<file path="src/rtl/can_txmb_pkg.sv">
package can_txmb_pkg;
    localparam int FLAG_W   = 4;
    localparam int F_DONE   = 0;
    localparam int F_OK     = 1;
    localparam int F_ARB    = 2;
    localparam int F_ERR    = 3;

    typedef enum logic [1:0] {
        ST_EMPTY  = 2'd0,
        ST_QUEUED = 2'd1,
        ST_ON_BUS = 2'd2
    } mb_state_e;

    typedef struct packed {
        logic fin;
        logic ok;
        logic arb;
        logic err;
    } outcome_t;
endpackage

</file>
<file path="src/rtl/can_txmb_outcome.sv">
module can_txmb_outcome
    import can_txmb_pkg::*;
(
    input  logic     armed,
    input  logic     ev_ok,
    input  logic     ev_arb_lost,
    input  logic     ev_err,
    input  logic     ev_abort_done,
    output outcome_t res
);
    always_comb begin
        res     = '0;
        res.fin = armed && (ev_ok || ev_arb_lost || ev_err || ev_abort_done);
        if (armed) begin
            if (ev_err)           res.err = 1'b1;
            else if (ev_arb_lost) res.arb = 1'b1;
            else if (ev_ok)       res.ok  = 1'b1;
        end
    end

    always_comb begin
        AST_SINGLE_OUTCOME: assert ($countones({res.ok, res.arb, res.err}) <= 1);
    end
endmodule

</file>
<file path="src/rtl/can_txmb_seq.sv">
module can_txmb_seq
    import can_txmb_pkg::*;
(
    input  logic      clk,
    input  logic      rst_n,
    input  logic      tx_req,
    input  logic      ev_start,
    input  logic      finish,
    output mb_state_e state,
    output logic      armed,
    output logic      req_take,
    output logic      start_take
);
    mb_state_e nxt;

    always_ff @(posedge clk or negedge rst_n) begin
        if (!rst_n) state <= ST_EMPTY;
        else        state <= nxt;
    end

    always_comb begin
        nxt        = state;
        armed      = 1'b0;
        req_take   = 1'b0;
        start_take = 1'b0;
        unique case (state)
            ST_EMPTY: begin
                if (tx_req) begin
                    req_take = 1'b1;
                    nxt      = ST_QUEUED;
                end
            end
            ST_QUEUED: begin
                armed = 1'b1;
                if (finish) nxt = ST_EMPTY;
                else if (ev_start) begin
                    start_take = 1'b1;
                    nxt        = ST_ON_BUS;
                end
            end
            ST_ON_BUS: begin
                armed = 1'b1;
                if (finish) nxt = ST_EMPTY;
            end
            default: nxt = ST_EMPTY;
        endcase
    end

    AST_FINISH_TO_EMPTY: assert property (@(posedge clk) disable iff (!rst_n)
        (finish && state != ST_EMPTY) |=> state == ST_EMPTY);
    AST_BUSY_REQ_IGNORED: assert property (@(posedge clk) disable iff (!rst_n)
        (state == ST_ON_BUS && !finish) |=> state == ST_ON_BUS);
endmodule

</file>
<file path="src/rtl/can_txmb_flag.sv">
module can_txmb_flag (
    input  logic clk,
    input  logic rst_n,
    input  logic set,
    input  logic clr,
    output logic q
);
    always_ff @(posedge clk or negedge rst_n) begin
        if (!rst_n)   q <= 1'b0;
        else if (set) q <= 1'b1;
        else if (clr) q <= 1'b0;
    end

    AST_SET_WINS: assert property (@(posedge clk) disable iff (!rst_n)
        set |=> q);
    AST_CLR_DROPS: assert property (@(posedge clk) disable iff (!rst_n)
        (clr && !set) |=> !q);
    AST_STICKY_HOLD: assert property (@(posedge clk) disable iff (!rst_n)
        (!clr && !set) |=> $stable(q));
endmodule

</file>
<file path="src/rtl/can_txmb_flags.sv">
module can_txmb_flags
    import can_txmb_pkg::*;
(
    input  logic              clk,
    input  logic              rst_n,
    input  logic              tx_req,
    input  logic              ev_start,
    input  logic              ev_ok,
    input  logic              ev_arb_lost,
    input  logic              ev_err,
    input  logic              ev_abort_done,
    input  logic              wr_en,
    input  logic [FLAG_W-1:0] wr_data,
    output logic [FLAG_W-1:0] flags_o,
    output logic              busy_o
);
    mb_state_e         state;
    logic              armed, req_take, start_take;
    outcome_t          res;
    logic [FLAG_W-1:0] w1c, set_v, clr_v, q_v;

    can_txmb_seq u_seq (
        .clk(clk), .rst_n(rst_n), .tx_req(tx_req), .ev_start(ev_start),
        .finish(res.fin), .state(state), .armed(armed),
        .req_take(req_take), .start_take(start_take)
    );

    can_txmb_outcome u_out (
        .armed(armed), .ev_ok(ev_ok), .ev_arb_lost(ev_arb_lost),
        .ev_err(ev_err), .ev_abort_done(ev_abort_done), .res(res)
    );

    always_comb begin
        w1c          = wr_en ? wr_data : '0;
        set_v        = '0;
        set_v[F_DONE] = res.fin;
        set_v[F_OK]   = res.ok;
        set_v[F_ARB]  = res.arb;
        set_v[F_ERR]  = res.err;
        clr_v[F_DONE] = req_take | w1c[F_DONE];
        clr_v[F_OK]   = req_take | w1c[F_DONE] | w1c[F_OK];
        clr_v[F_ARB]  = req_take | start_take | w1c[F_DONE] | w1c[F_ARB];
        clr_v[F_ERR]  = req_take | start_take | w1c[F_DONE] | w1c[F_ERR];
    end

    for (genvar i = 0; i < FLAG_W; i++) begin : g_flag
        can_txmb_flag u_flag (
            .clk(clk), .rst_n(rst_n), .set(set_v[i]), .clr(clr_v[i]), .q(q_v[i])
        );
    end

    assign flags_o = q_v;
    assign busy_o  = (state != ST_EMPTY);

    AST_ONE_OUTCOME: assert property (@(posedge clk) disable iff (!rst_n)
        $countones(q_v[F_ERR:F_OK]) <= 1);
    AST_REQ_EMPTIES: assert property (@(posedge clk) disable iff (!rst_n)
        (tx_req && !busy_o) |=> (flags_o == '0 && busy_o));
    AST_OUTCOME_WITH_DONE: assert property (@(posedge clk) disable iff (!rst_n)
        ($rose(q_v[F_OK]) || $rose(q_v[F_ARB]) || $rose(q_v[F_ERR])) |-> q_v[F_DONE]);
    AST_IDLE_EVENTS_IGNORED: assert property (@(posedge clk) disable iff (!rst_n)
        (!busy_o && !tx_req && !wr_en) |=> ($stable(flags_o) && !busy_o));
endmodule

</file>
<file path="config.mk">
export PLATFORM = sky130hd
export DESIGN_NAME = can_txmb_flags
export DESIGN_NICKNAME = d
export VERILOG_FILES = /design/src/rtl/can_txmb_pkg.sv /design/src/rtl/can_txmb_outcome.sv /design/src/rtl/can_txmb_seq.sv /design/src/rtl/can_txmb_flag.sv /design/src/rtl/can_txmb_flags.sv
export SDC_FILE = /design/constraint.sdc
export NUM_CORES = 1
export LEC_CHECK = 0
export ABC_AREA = 1
export BUFFER_PORTS_ARGS = -buffer_cell sky130_fd_sc_hd__buf_4
export CELL_PAD_IN_SITES_DETAIL_PLACEMENT = 1
export CELL_PAD_IN_SITES_GLOBAL_PLACEMENT = 1
export CORE_MARGIN = 3
export CORE_UTILIZATION = 30
export CTS_CLUSTER_DIAMETER = 40
export CTS_CLUSTER_SIZE = 12
export DETAILED_ROUTE_END_ITERATION = 7
export PLACE_DENSITY = 0.74
export SYNTH_ARGS = -nofsm -noshare
export SYNTH_HDL_FRONTEND = slang
export SYNTH_SLANG_ARGS = --single-unit
</file>
<file path="constraint.sdc">
create_clock -name clk -period 1.46 [get_ports clk]
set_clock_uncertainty 0.1 [all_clocks]
set_input_delay 0.146 -clock clk [delete_from_list [all_inputs] [get_ports clk]]
set_output_delay 0.146 -clock clk [all_outputs]
set_load 0.05 [all_outputs]
</file>
==> flow_summary.yaml, run 1 <==
outcome:
  status: "completed"
sta:
  worst_pin_slew_ns: 0.1698
  slew_violations: 0
  fin_ws_ns: 0.06166
  setup_viol: 0
  grt_setup_unrepaired: "false"
  clock.fmax_ghz: 0.7151
  fin_crit_ns: 1.398
  fin_tns_setup_ns: 0
  period_share_pct: 95.78
  finalHoldViolCount: 0
  slew_headroom_pct: 88.58
setup_path:
  startpoint: "u_seq.state[0]"
  crit_cells: 4
  worst-path-buf-inv: 3
  reg2reg_to: "u_seq.state[1]"
  required_ns: 1.21
  worstPathArrival_ns: 1.15
  cp_slowest_cell: "dfrtp_1"
  r2r_start: "u_seq.state[1]"
  endpoint_kind: "output port"
  rr_worst_depth: 8
  reg2reg_setup_slack_ns: 0.14
  worstSetupStartpointType: "flip-flop"
  cp_cell_sequence: "inv_2, ha_4, clkinvlp_4, buf_4"
  crit_type: "flip-flop to output port"
  path_delay_family: "flip-flops"
  cp_max_fo: 3
  slowest_delay_ns: 0.41
routing:
  drtIter0Drc: 4
  viasPerCell: 4.430
  drtAntennaViolNets: 0
  finalWirelength_um: 944
  drt_first_pass_iters: 2
  detail_route.drc_violations: 0
  vias: 381
  wl_per_cell_um: 10.98
cells_and_area:
  fin_area_um2: 589.3
  fin_nets: 91
  areaGrowthSynthToFinish_pct: 44.48
  n_fill_cell: 161
  stdcell_count: 86
  diodes: 0
  drive_gt1_share_pct: 38.89
  multi_input_area_um2: 214.0
  ff_latch_area_um2: 150.1
clock_network:
  cts-root-buf: "clkbuf_4"
  h-tree-depth: 1
  cts_resized: 0
  clk_pin_slew_worst_paths_ns: 0.05
  clock_latency_ns: 0.24
  numCtsBuffers: 3
  clock-sinks: 6
  cts_tree: "yes"
  clk_path_buf_depth: 2
worst_hold_path:
  min_to: "g_flag[3].u_flag.q"
  hold_depth: 3
  min_path_type: "primary input to flip-flop"
  min_from: "ev_err"
logic_synthesis:
  ys_types: 12
  yosysWarnings: 0
  seq_area_frac_synth_pct: 36.81
  syn-num-nets: 70
  synth_area_um2: 407.9
  synth-seq-cells: 6
  syn_avg_cell_area_um2: 7.696
  syn_inst: 53
global_routing:
  antenna_found_initial: 0
  grt_remaining_overflow: 0
  grt_max_degree: 7
  grt_pass1_vias: 353
  grt_pass1_wl_um: 1552
  grt_use_total_pct: 11.63
run:
  drv_cap: 0
placement:
  gp_congestion: 0.7956
  pre_cts_slack_ns: 0.1398
  placed_cell_area_um2: 539.3
  port_buffers: 17
  dp.cells: 80
power:
  power_leakage_nw: 0.3133
  peakVddDrop_v: 0.001023
  p_per_area_nw_per_um2: 2081
floorplan:
  fp.dieH_um: 42.88
  initial_core_util_pct: 34.39
  pin_count: 18
  rows: 12
  die-width_um: 42.88
  core-area_um2: 1186
  die_area_um2: 1838
-- kinds of logic after synthesis --
group	synth area share [%]
fa+ha+maj	12.27
compound gates	9.507
buf+inv	13.81
flops	36.81
simple gates	27.61
-- per-stage QoR --
stage | util [%] | total power [W] | hold slack [ns]
floorplan | - | 0.0009138 | -0.2496
global placement | 45.46 | 0.001045 | -0.1422
detailed placement | 45.46 | 0.001058 | -0.1383
CTS | 49.05 | 0.001226 | 0.02614
global route | 49.68 | 0.001330 | 0.02733
finish | 49.68 | 0.001226 | 0.03202
-- repair_timing --
action,in CTS,in global routing
endpoints found under the hold margin,7,0
buffers inserted,0,1
hold buffers,2,0
endpoints found under the setup margin,0,1
-- layout by cell type, fill, tap and decap left out, drive strengths merged --
| cell type | instances |
|---|---|
| inv | 6 |
| nand2 | 15 |
| dfrtp | 6 |
| clkbuf | 3 |
| nor2 | 3 |
| a21oi | 1 |
| buf | 18 |
| o21ai | 3 |
| dlygate4sd3 | 2 |
| nand3 | 8 |
| ha | 4 |
| clkinvlp | 1 |
| a21boi | 2 |
-- Yosys cell counts --
library cell  count  area, µm²
a21boi_0          2      15.01
a21oi_1           1      5.000
buf_4             4      30.03
dfrtp_1           6      150.1
ha_1              4      50.05
inv_1             7      26.28
nand2_1          13      48.80
nand2_2           2      12.51
nand3_1           8      40.04
nor2_1            3      11.26
o21ai_0           2      10.01
o21ai_2           1      8.760
-- sequential cells by signal, indices dropped and copies added (netlist names) --
name             flops
u_seq.state          2
g_flag.u_flag.q      4
-- worst register-to-register path: stages, from the launching register on --
cell and delay (ns):
dfrtp_1 0.38, inv_2 0.08, ha_1 0.21, inv_1 0.08, nor2_1 0.05, o21ai_2 0.16
nand2_2 0.07, nand2_1 0.06, nand2_1 0.04
-- per-layer routing --
metal / share of wire (%) / track usage, % / wire length, µm / up-vias
met3: 9.0 / 2.966 / 85 / 2
met1: 50 / 15.86 / 468 / 158
met4: 1.5 / 9.317 / 14 / 0
met2: 40 / 14.97 / 376 / 17
met5: 0 / 0 / 0 / -
li1: - / - / - / 204
-- worst max path at each step --
stage	end	slack [ns]
detailed placement	u_seq.state[1]	0.14
global route	busy_o	0.004
global placement	u_seq.state[1]	0.13
floorplan	g_flag[2].u_flag.q	0.007
finish	busy_o	0.06
CTS	busy_o	0.04
-- where the power goes --
| part | internal [W] | leakage (nW) | switching, W | total (W) |
|---|---|---|---|---|
| Clock | 0.0000931 | 0.0138 | 0.0000616 | 0.000155 |
| Sequential | 0.000236 | 0.0757 | 0.0000436 | 0.000279 |
| Combinational | 0.000303 | 0.224 | 0.000489 | 0.000792 |
| Total | 0.000632 | 0.313 | 0.000595 | 0.00123 |
-- layout make-up --
cell class              instances  share of cell area [%]
multi-input cells              36                   36.31
repair buffers                 20                   26.33
flip-flops and latches          6                   25.48
inverters                       7                   5.096
clock buffers                   3                   3.822
well taps                      14                   2.972
Power figures use the tool's default switching activity.
==> run 2: changes to the inputs <==
Settings changed: CORE_MARGIN 3 to unset.
==> run 2 against run 1 <==
Compared with the run above:
- worst hold slack worse by 0.011 ns
- sequential share of layout area down 0.16 points
- clock power about the same
- power increased by 0.82%
- global-route usage is 5.5 points higher
- final cell count unchanged
- register-to-register slack got worse by 0.02 ns
- critical path depth stayed put
- sequential power increased by 1%
==> flow_summary.yaml, run 2 (synthesis gave the netlist of run 1 again) <==
clock_network:
  numCtsBuffers: 3
  clock-sinks: 6
  cts-root-buf: "clkbuf_4"
  clock_latency_ns: 0.25
  cts_tree: "yes"
  clk_path_buf_depth: 2
  h-tree-depth: 1
  clk_pin_slew_worst_paths_ns: 0.05
routing:
  drt_first_pass_iters: 2
  finalWirelength_um: 966
  routed-wl-met2_um: 429
  drtIter0Drc: 1
  detail_route.drc_violations: 0
  wl_per_cell_um: 11.23
  top_layer: "met4"
  wl_met1_um: 475
  vias: 395
  wl_met3_um: 41
  drtAntennaViolNets: 0
  viasPerCell: 4.593
floorplan:
  fp.dieH_um: 38.88
  rows: 12
  initial_core_util_pct: 34.39
  core-area_um2: 1186
  pin_count: 18
  die-width_um: 38.88
  die_area_um2: 1511
outcome:
  status: "completed"
cells_and_area:
  layout_commonest_cell: "buf_4"
  reg_top3: "g_flag.u_flag.q (4), u_seq.state (2)"
  final_util_pct: 50.00
  fin_nets: 91
  drive_gt1_share_pct: 40.28
  n_fill_cell: 154
  stdcell_count: 86
  areaGrowthSynthToFinish_pct: 45.40
  top_register: "g_flag.u_flag.q"
  largest_reg_flops: 4
  final_cell_mix: "buf_4, nand2_1, nand3_1, dfrtp_1"
  diodes: 0
worst_hold_path:
  min_path_type: "primary input to flip-flop"
  hold_depth: 3
sta:
  period_share_pct: 95.67
  slew_headroom_pct: 87.05
  setup_viol: 0
  fin_crit_ns: 1.397
  slew_violations: 0
  worst_pin_slew_ns: 0.1925
  grt_setup_unrepaired: "true"
  fin_hold_ws_ns: 0.02116
  fin_tns_setup_ns: 0
  clock.fmax_ghz: 0.7159
  finalHoldViolCount: 0
global_routing:
  grt_use_total_pct: 17.09
  grt_remaining_overflow: 0
  grt_max_degree: 7
  grt_pass1_wl_um: 1683
  grt_pass1_vias: 389
  antenna_found_initial: 0
setup_path:
  endpoint_kind: "output port"
  cp_slowest_cell: "dfrtp_1"
  worstPathArrival_ns: 1.15
  crit_type: "flip-flop to output port"
  required_ns: 1.21
  path_delay_family: "flip-flops"
  crit_cells: 4
  cp_cell_sequence: "inv_2, ha_4, clkinvlp_4, buf_6"
  worstSetupStartpointType: "flip-flop"
  cp_max_fo: 3
  worst-path-buf-inv: 3
  slowest_delay_ns: 0.42
  rr_worst_depth: 7
power:
  power_leakage_nw: 0.3142
  p_per_area_nw_per_um2: 2085
  peakVddDrop_v: 0.0007476
placement:
  dp.cells: 80
  dp_hpwl_um: 772.9
  port_buffers: 17
  gp_congestion: 0.7648
run:
  drv_cap: 0
-- run 2: per-layer routing --
| layer | global-route usage, % | vias to the layer above |
|---|---|---|
| met3 | 1.734 | 3 |
| met1 | 22.70 | 174 |
| met5 | 0 | - |
| li1 | - | 205 |
| met4 | 12.93 | 0 |
| met2 | 25.00 | 13 |
-- run 2: power breakdown --
part / switching [W] / internal [W]
combinational: 0.000492 / 0.000304
clock: 0.0000644 / 0.0000933
sequential: 0.0000471 / 0.000236
-- run 2: final timing paths --
path	slack [ns]	end	startpoint
max in group asynchronous	1.00	g_flag[2].u_flag.q	rst_n
hold / removal	0.02	g_flag[3].u_flag.q	ev_err
setup / recovery	0.06	busy_o	u_seq.state[0]
hold reg to reg	0.38	g_flag[0].u_flag.q	g_flag[0].u_flag.q
setup reg to reg	0.12	g_flag[2].u_flag.q	u_seq.state[0]
min in group asynchronous	0.15	g_flag[3].u_flag.q	rst_n
-- run 2: stage by stage --
step	total power [W]	setup WS, ns	instance area, µm²
final	0.001236	0.06318	593.1
after floorplan	0.0009138	0.007099	424.2
after detailed placement	0.001055	0.1307	539.3
after global placement	0.001041	0.1424	539.3
after CTS	0.001228	0.02637	581.8
after global routing	0.001349	-0.01305	593.1
-- run 2: timing repair --
item                                    CTS  global route
hold buffers                              2             0
buffers inserted                          0             1
gates resized for setup                   0             2
endpoints found under the hold margin     7             0
endpoints found under the setup margin    0             2
-- run 2: worst register-to-register path: stages (launching register included) --
cell and delay, ns:
dfrtp_1 0.42, inv_2 0.11, ha_4 0.14, clkinvlp_4 0.08, o21ai_1 0.16, inv_2 0.07
nand3_1 0.09, nand2_1 0.06
-- run 2: layout make-up --
cell class                 count  area [µm²]  area share, %
tap                           14       17.52          2.954
inverter                       7       30.03          5.063
clock buffer                   3       22.52          3.797
multi-input combinational     36       214.0          36.08
timing repair buffer          20       158.9          26.79
sequential                     6       150.1          25.32
==> run 3: changes to the inputs <==
Settings changed: PLACE_DENSITY 0.74 to unset, PLACE_DENSITY_LB_ADDON set to 0.1.
==> run 3 against run 2 <==
Compared with the run above:
- sequential share of layout area up 0.77 points
- via count is 3.3% lower
- register-to-register slack about the same
- first-iteration DRC count rose to 4.0 times the previous value
- critical path depth unchanged
- combinational power decreased by 1%
- worst setup slack improved by 0.0073 ns
- final area shrank 3.0%
- wire length down 5.1%
- clock power is essentially flat
- die area is the same
- fmax grew 0.53%
- largest power group unchanged
==> flow_summary.yaml, run 3 (synthesis gave the netlist of run 1 again) <==
clock_network:
  clk_pin_slew_worst_paths_ns: 0.05
  clock_latency_ns: 0.25
  clk_path_buf_depth: 2
  numCtsBuffers: 3
  cts_tree: "yes"
  postCtsSetupBuffers: 0
  h-tree-depth: 1
  clock-sinks: 6
  cts-root-buf: "clkbuf_4"
global_routing:
  grt_use_total_pct: 14.32
  grt_max_degree: 7
  grt_remaining_overflow: 0
  antenna_found_initial: 0
  grt_pass1_wl_um: 1414
  grt_pass1_vias: 356
setup_path:
  reg2reg_to: "g_flag[1].u_flag.q"
  endpoint_kind: "output port"
  startpoint: "u_seq.state[1]"
  cp_max_fo: 3
  r2r_start: "u_seq.state[1]"
  worstSetupStartpointType: "flip-flop"
  rr_worst_depth: 7
  worstPathArrival_ns: 1.14
  reg2reg_setup_slack_ns: 0.12
  crit_type: "flip-flop to output port"
  required_ns: 1.21
cells_and_area:
  drive_gt1_share_pct: 38.57
  largest_reg_flops: 4
  areaGrowthSynthToFinish_pct: 41.10
  reg_top3: "g_flag.u_flag.q (4), u_seq.state (2)"
  layout_commonest_cell: "buf_4"
  top_register: "g_flag.u_flag.q"
  diodes: 0
  fin_area_um2: 575.6
  n_fill_cell: 149
  final_cell_mix: "buf_4, nand2_1, nand3_1, dfrtp_1, inv_1"
  fin_nets: 89
placement:
  dp_hpwl_um: 812.1
  gp_congestion: 0.6926
  port_buffers: 17
  placed_cell_area_um2: 539.3
floorplan:
  rows: 12
  die-width_um: 38.88
  fp.dieH_um: 38.88
  initial_core_util_pct: 34.39
  die_area_um2: 1511
  core-area_um2: 1186
  pin_count: 18
sta:
  period_share_pct: 95.17
  fin_tns_setup_ns: 0
  worst_pin_slew_ns: 0.1685
  fin_crit_ns: 1.390
  finalHoldViolCount: 0
  clock.fmax_ghz: 0.7197
  setup_viol: 0
  slew_violations: 0
  slew_headroom_pct: 88.67
  grt_setup_unrepaired: "false"
run:
  drv_cap: 0
routing:
  top_layer: "met4"
  wl_met1_um: 412
  vias: 382
  drtIter0Drc: 4
  viasPerCell: 4.548
  detail_route.drc_violations: 0
  drtAntennaViolNets: 0
  routed-wl-met2_um: 437
  drt_first_pass_iters: 3
  finalWirelength_um: 917
  wl_met3_um: 45
  wl_per_cell_um: 10.92
power:
  power_leakage_nw: 0.3057
  p_per_area_nw_per_um2: 2118
  peakVddDrop_v: 0.0006805
worst_hold_path:
  min_to: "g_flag[1].u_flag.q"
  min_from: "ev_arb_lost"
  hold_depth: 2
  min_path_type: "primary input to flip-flop"
outcome:
  status: "completed"
-- run 3: changes by cell type in the layout (fill, tap and decap cells not counted) --
cell	before	now
buf_4	17	16
dlygate4sd3_1	2	1
inv_1	3	4
inv_2	3	2
-- run 3: final cells by class --
cell class	count	area [µm²]	area share (%)
multi-input combinational	36	214.0	37.17
sequential	6	150.1	26.09
timing repair buffer	18	141.4	24.57
clock buffer	3	22.52	3.913
inverter	7	30.03	5.217
tap	14	17.52	3.043
-- run 3: power by group --
part           internal, W  switching (W)  leakage, nW  total [W]
Sequential        0.000236      0.0000427       0.0757   0.000278
Clock            0.0000932      0.0000624       0.0138   0.000156
Combinational     0.000294       0.000491        0.216   0.000785
-- run 3: worst max-delay path by stage --
stage	end	slack, ns
finish	busy_o	0.07
global route	busy_o	0.02
CTS	busy_o	0.04
detailed placement	g_flag[1].u_flag.q	0.11
global placement	u_seq.state[1]	0.14
floorplan	g_flag[2].u_flag.q	0.007
-- run 3: per-stage QoR --
step	cells	utilization, %	hold slack, ns	setup WS (ns)	power [W]
2_1_floorplan	53	-	-0.2496	0.007099	0.0009138
3_3_place_gp	80	45.46	-0.1430	0.1418	0.001058
3_5_place_dp	80	45.46	-0.1428	0.1113	0.001063
4_1_cts	84	48.21	0.02117	0.03838	0.001226
5_1_grt	84	48.52	0.01921	0.02496	0.001317
6_report	84	48.52	0.01308	0.07049	0.001219
-- run 3: per-layer routing --
metal,global-route usage (%),vias to the layer above
li1,-,199
met1,17.38,165
met2,22.92,16
met3,1.734,2
met4,10.34,0
met5,0,-
-- run 3: what timing repair did --
item / CTS / global route
endpoints found under the setup margin: 0 / 1
endpoints found under the hold margin: 6 / 0
gates resized for setup: 0 / 1
hold buffers: 1 / 0
-- run 3: critical path, stage by stage, from the launching register on --
cell,delay [ns]
dfrtp_1,0.40
inv_2,0.10
ha_4,0.15
clkinvlp_4,0.08
buf_6,0.15
